==> config.mk <==
export PLATFORM = sky130hd
export DESIGN_NAME = act_token_quant
export DESIGN_NICKNAME = d
export VERILOG_FILES = /design/src/rtl/aq_pkg.sv /design/src/rtl/aq_tok_buf.sv /design/src/rtl/aq_rdiv.sv /design/src/rtl/aq_rsat.sv /design/src/rtl/act_token_quant.sv
export SDC_FILE = /design/constraint.sdc
export NUM_CORES = 1
export LEC_CHECK = 0
export BUFFER_PORTS_ARGS = -buffer_cell sky130_fd_sc_hd__buf_2
export CORE_MARGIN = 1
export CORE_UTILIZATION = 24
export CTS_CLUSTER_DIAMETER = 100
export DETAILED_ROUTE_END_ITERATION = 16
export HOLD_SLACK_MARGIN = 0.02
export PLACE_DENSITY = 0.43
export SLEW_MARGIN = 10
export SYNTH_ARGS = -nofsm -noshare
export SYNTH_HDL_FRONTEND = slang
export SYNTH_SLANG_ARGS = --single-unit
==> constraint.sdc <==
create_clock -name clk -period 15.4 [get_ports clk]
set_input_delay 2.31 -clock clk [delete_from_list [all_inputs] [get_ports clk]]
set_output_delay 2.31 -clock clk [all_outputs]
set_load 0.01 [all_outputs]
==> src/rtl/aq_pkg.sv <==
package aq_pkg;
    typedef enum logic [1:0] {
        ST_FILL = 2'd0,
        ST_DIV  = 2'd1,
        ST_OUT  = 2'd2
    } aq_state_e;

    localparam int QLIM   = 127;
    localparam int CODE_W = 8;
endpackage

==> src/rtl/aq_tok_buf.sv <==
module aq_tok_buf #(
    parameter int W     = 16,
    parameter int DEPTH = 16,
    localparam int AW   = (DEPTH > 1) ? $clog2(DEPTH) : 1
) (
    input  logic          clk,
    input  logic          wr_en,
    input  logic [AW-1:0] wr_addr,
    input  logic [W-1:0]  wr_data,
    input  logic [AW-1:0] rd_addr,
    output logic [W-1:0]  rd_data
);
    logic [W-1:0] mem_q [DEPTH];

    always_ff @(posedge clk) begin
        if (wr_en) begin
            mem_q[wr_addr] <= wr_data;
        end
    end

    assign rd_data = mem_q[rd_addr];
endmodule

==> src/rtl/aq_rdiv.sv <==
module aq_rdiv #(
    parameter int NUM_W = 24,
    parameter int DEN_W = 17,
    localparam int CW   = $clog2(NUM_W + 1)
) (
    input  logic             clk,
    input  logic             rst_n,
    input  logic             start,
    input  logic [NUM_W-1:0] num,
    input  logic [DEN_W-1:0] den,
    output logic             done,
    output logic [NUM_W-1:0] quo
);
    typedef struct packed {
        logic [DEN_W:0]   rem;
        logic [NUM_W-1:0] acc;
        logic [DEN_W-1:0] dv;
        logic [CW-1:0]    cnt;
        logic             done;
    } div_t;

    div_t q, d;
    logic [DEN_W:0] trial;

    always_comb begin
        d      = q;
        d.done = 1'b0;
        trial  = {q.rem[DEN_W-1:0], q.acc[NUM_W-1]};
        if (start) begin
            d.rem = '0;
            d.acc = num;
            d.dv  = den;
            d.cnt = CW'(NUM_W);
        end else if (q.cnt != '0) begin
            if (trial >= {1'b0, q.dv}) begin
                d.rem = trial - {1'b0, q.dv};
                d.acc = {q.acc[NUM_W-2:0], 1'b1};
            end else begin
                d.rem = trial;
                d.acc = {q.acc[NUM_W-2:0], 1'b0};
            end
            d.cnt = q.cnt - 1'b1;
            if (q.cnt == CW'(1)) begin
                d.done = 1'b1;
            end
        end
    end

    always_ff @(posedge clk) begin
        if (!rst_n) begin
            q <= '0;
        end else begin
            q <= d;
        end
    end

    assign done = q.done;
    assign quo  = q.acc;
endmodule

==> src/rtl/aq_rsat.sv <==
module aq_rsat #(
    parameter int NUM_W = 24
) (
    input  logic [NUM_W-1:0] mag_in,
    input  logic             neg,
    output logic [7:0]       code
);
    logic [6:0] mag_d;
    logic [7:0] pos_d;

    always_comb begin
        if (mag_in > NUM_W'(aq_pkg::QLIM)) begin
            mag_d = 7'd127;
        end else begin
            mag_d = mag_in[6:0];
        end
        pos_d = {1'b0, mag_d};
        code  = neg ? (~pos_d + 8'd1) : pos_d;
    end
endmodule

==> src/rtl/act_token_quant.sv <==
module act_token_quant #(
    parameter int IN_W  = 16,
    parameter int DEPTH = 16
) (
    input  logic            clk,
    input  logic            rst_n,
    input  logic            in_valid,
    output logic            in_ready,
    input  logic [IN_W-1:0] in_data,
    input  logic            in_last,
    output logic            out_valid,
    input  logic            out_ready,
    output logic [7:0]      out_data,
    output logic            out_last,
    output logic [IN_W-1:0] scale_amax,
    output logic            scale_zero,
    output logic            ovf_err
);
    import aq_pkg::*;

    localparam int AW    = (DEPTH > 1) ? $clog2(DEPTH) : 1;
    localparam int CNT_W = $clog2(DEPTH + 1);
    localparam int NUM_W = IN_W + 8;
    localparam int DEN_W = IN_W + 1;

    typedef struct packed {
        aq_state_e        state;
        logic [CNT_W-1:0] wr_cnt;
        logic             ovf;
        logic [IN_W-1:0]  run_max;
        logic [IN_W-1:0]  tok_max;
        logic [CNT_W-1:0] len;
        logic [CNT_W-1:0] idx;
        logic             pend;
        logic             neg;
        logic [7:0]       odata;
        logic             err;
    } ctl_t;

    ctl_t q, d;

    logic             in_fire;
    logic             buf_full;
    logic             wr_en;
    logic [IN_W-1:0]  in_mag;
    logic [IN_W-1:0]  run_next;
    logic [IN_W-1:0]  rd_data;
    logic [IN_W-1:0]  rd_mag;
    logic             div_start;
    logic             div_done;
    logic [NUM_W-1:0] div_num;
    logic [DEN_W-1:0] div_den;
    logic [NUM_W-1:0] div_quo;
    logic [7:0]       sat_code;

    assign in_fire   = in_valid && (q.state == ST_FILL);
    assign buf_full  = (q.wr_cnt == CNT_W'(DEPTH));
    assign wr_en     = in_fire && !buf_full;
    assign in_mag    = in_data[IN_W-1] ? (~in_data + 1'b1) : in_data;
    assign run_next  = (in_mag > q.run_max) ? in_mag : q.run_max;
    assign rd_mag    = rd_data[IN_W-1] ? (~rd_data + 1'b1) : rd_data;
    assign div_start = (q.state == ST_DIV) && q.pend && (q.tok_max != '0);
    assign div_num   = NUM_W'(rd_mag) * NUM_W'(2 * QLIM) + NUM_W'(q.tok_max);
    assign div_den   = {q.tok_max, 1'b0};

    aq_tok_buf #(
        .W     (IN_W),
        .DEPTH (DEPTH)
    ) u_buf (
        .clk     (clk),
        .wr_en   (wr_en),
        .wr_addr (q.wr_cnt[AW-1:0]),
        .wr_data (in_data),
        .rd_addr (q.idx[AW-1:0]),
        .rd_data (rd_data)
    );

    aq_rdiv #(
        .NUM_W (NUM_W),
        .DEN_W (DEN_W)
    ) u_div (
        .clk   (clk),
        .rst_n (rst_n),
        .start (div_start),
        .num   (div_num),
        .den   (div_den),
        .done  (div_done),
        .quo   (div_quo)
    );

    aq_rsat #(
        .NUM_W (NUM_W)
    ) u_sat (
        .mag_in (div_quo),
        .neg    (q.neg),
        .code   (sat_code)
    );

    always_comb begin
        d     = q;
        d.err = 1'b0;
        unique case (q.state)
            ST_FILL: begin
                if (in_fire) begin
                    d.run_max = run_next;
                    if (buf_full) begin
                        d.ovf = 1'b1;
                    end else begin
                        d.wr_cnt = q.wr_cnt + 1'b1;
                    end
                    if (in_last) begin
                        d.wr_cnt  = '0;
                        d.ovf     = 1'b0;
                        d.run_max = '0;
                        if (q.ovf || buf_full) begin
                            d.err = 1'b1;
                        end else begin
                            d.len     = q.wr_cnt + 1'b1;
                            d.tok_max = run_next;
                            d.idx     = '0;
                            d.pend    = 1'b1;
                            d.state   = ST_DIV;
                        end
                    end
                end
            end
            ST_DIV: begin
                if (q.pend) begin
                    d.pend = 1'b0;
                    d.neg  = rd_data[IN_W-1];
                    if (q.tok_max == '0) begin
                        d.odata = '0;
                        d.state = ST_OUT;
                    end
                end else if (div_done) begin
                    d.odata = sat_code;
                    d.state = ST_OUT;
                end
            end
            ST_OUT: begin
                if (out_ready) begin
                    if ((q.idx + 1'b1) == q.len) begin
                        d.state = ST_FILL;
                    end else begin
                        d.idx   = q.idx + 1'b1;
                        d.pend  = 1'b1;
                        d.state = ST_DIV;
                    end
                end
            end
            default: begin
                d.state = ST_FILL;
            end
        endcase
    end

    always_ff @(posedge clk) begin
        if (!rst_n) begin
            q <= '0;
        end else begin
            q <= d;
        end
    end

    assign in_ready   = (q.state == ST_FILL);
    assign out_valid  = (q.state == ST_OUT);
    assign out_data   = q.odata;
    assign out_last   = out_valid && ((q.idx + 1'b1) == q.len);
    assign scale_amax = q.tok_max;
    assign scale_zero = (q.tok_max == '0);
    assign ovf_err    = q.err;
endmodule

==> metrics.csv <==
metric,value,unit
CTS tree,yes,
Layout area overhead,14.6,%
total gr overflow,0,
Antenna Cells,0,
I/O Pins,50,
hold depth,2,
post-place setup slack,5.67,ns
max_cap viols,0,
final setup fails,0,
core area,85300,sq um
Via density,4.50,
Tcrit/Tclk final,62.4,%
Detailed Route Iter0 Violations,1031,
WHS Endpoint,u_div.q[20],
CTS H-Tree Depth,2,
buffer levels on the longest clock path,3,
layout cells sized above 1,13.7,%
CTS buffer count,45,
DIE AREA,87500,sq um
CP max stage cell,dfxtp_4,
startpoint types,flip-flop,
status,finished clean,
remaining antenna violation count,0,
Post-synth ARST share,0,%
Hold Path Class,flip-flop to flip-flop,
hold_sp,u_div.q[20],
YS warnings,0,
# hold bufs at CTS,0,
Crit path largest cell delay,0.90,ns
R2R Path End,u_div.quo[23],
dpl hpwl,36300,um
Max Clk Rate,104,MHz
"most common cell after layout, fill and taps aside",edfxtp_1,
Worst Path Max Fanout,39,
postcts setup bufs,0,
syn nets,1935,
Worst Skew,0.0349,ns
post-synthesis average cell area,11.8,sq um
Worst-path clk slew,0.06,ns
port bufs,49,
Seq cells post-synth,384,
Relative slew margins,25.2,%
CP endpoint kind,flip-flop,
WS Path Type,flip-flop to flip-flop,
GPL Wtd Cong,0.805,
ys flop type,edfxtp_1,
First-pass DRT Iterations,5,
via count,13362,
Final #Nets,1970,
Skew-Pair Late Insertion Delay,0.60,ns
Cell variety after synth,75,
RSZ-0062 raised after global routing,false,
flop2flop setup slack,5.79,ns
Total Neg Setup Slack,0,ns
post-synthesis instance area,20700,sq um
Worst R2R Path Depth,31,
"Slew Viols, Final",0,
Worst EP arrival,10.08,ns
"Req. time, crit path",15.86,ns
sequential share of the synthesized area,49.5,%
DR WL/cell,18.1,um
FP Rows,107,
Post-synth EDFFs,256,
worst slew pin tran,1.12,ns
initial core utilization,24.3,%
Final WS setup,5.79,ns
initial antenna violation count,5,
chip height,296,um
largest net degree at the start of global routing,79,
clock root buffer,clkbuf_16,
post-synthesis cell count,1757,
Fin. Hold Viols,0,
Die Wd,296,um
"commonest cells after routing, fill and taps aside","edfxtp_1, nand2_1, inv_1",
vias in the first global route,13439,
Num Clock Sinks,384,
Final min period,9.61,ns
Post-Route WL,53800,um
worst hold slack,0.453,ns
gr usage total,12.2,%
DRC,0,
post-cts repair resize count,0,
first-pass GRT wire length,81700,um
==> critical path: cells and delay by family (launching register included) <==
family | cells | cell delay (ns)
XOR/XNOR | 3 | 0.86
AO/OA/AOI/OAI | 4 | 0.70
multiplexers | 2 | 1.15
AND/OR/NAND/NOR | 12 | 2.44
buffers and inverters | 4 | 0.97
adder cells (fa/ha/maj) | 6 | 2.39
flip-flops | 1 | 0.90
==> kinds of logic after synthesis <==
logic type / after synthesis / synth area share (%)
and+or+nand+nor: 489 / 11.0
muxes: 91 / 9.25
buffers and inverters: 234 / 4.85
DFF: 384 / 49.5
AOI/OAI and AO/OA: 306 / 9.96
xor gates and xnor gates: 96 / 4.10
adders and majority gates: 157 / 11.4
==> registers in the layout, summed over array words and instances (netlist names), named ones only <==
name / flops
u_div.done: 1
ovf_err: 1
u_buf.mem_q: 256
u_div.q: 38
q: 36
out_data: 8
scale_amax: 16
u_div.quo: 24
==> worst max path at each step <==
stage                   start            end  slack [ns]  cells after the start
floorplan           flip-flop  u_div.quo[23]        7.31                     30
global placement    flip-flop  u_div.quo[23]        5.86                     26
detailed placement  flip-flop  u_div.quo[23]        5.67                     31
CTS                 flip-flop  u_div.quo[23]        5.63                     31
global route        flip-flop  u_div.quo[23]        5.02                     31
finish              flip-flop  u_div.quo[23]        5.79                     31
==> cells in the mapped netlist, types with 19 or more instances <==
| cell | instances | area (sq um) |
|---|---|---|
| edfxtp_1 | 256 | 7690 |
| clkbuf_1 | 51 | 191 |
| nand3_1 | 24 | 120 |
| xnor2_1 | 57 | 499 |
| buf_4 | 25 | 188 |
| a21oi_1 | 95 | 475 |
| nor2_1 | 135 | 507 |
| and2_1 | 26 | 163 |
| a211oi_1 | 28 | 210 |
| nor3_1 | 37 | 185 |
| xor2_1 | 38 | 333 |
| fa_1 | 52 | 1040 |
| inv_1 | 138 | 518 |
| mux4_2 | 80 | 1800 |
| dfxtp_1 | 128 | 2560 |
| o21ai_0 | 34 | 170 |
| ha_1 | 105 | 1310 |
| a21o_1 | 19 | 143 |
| nand2_1 | 169 | 634 |
==> stage by stage <==
stage	instances	utilization (%)	cell area, sq um
after floorplan	1757	-	20700
after global placement	2889	26.0	22200
after detailed placement	2889	26.0	22200
after CTS	2972	27.8	23700
after global routing	2972	27.8	23700
final	2972	27.8	23700
==> per-layer routing <==
metal / global-route usage (%) / share of wire (%)
met1: 16.4 / 47
met2: 20.6 / 48
met3: 2.04 / 3.4
met4: 2.70 / 1.7
met5: 0 / 0.089
==> layout make-up <==
| type | instances | area (sq um) |
|---|---|---|
| fillers | 8807 | 61500 |
| flip-flops and latches | 384 | 10300 |
| multi-input cells | 1139 | 9490 |
| well taps | 1144 | 1430 |
| clock buffers | 54 | 1170 |
| inverters | 142 | 533 |
| repair buffers | 80 | 478 |
| clock inverters | 29 | 380 |
Power is left out: the tool's default activity adds up to more than one toggle a clock period on the data nets, which glitch-free logic cannot reach.
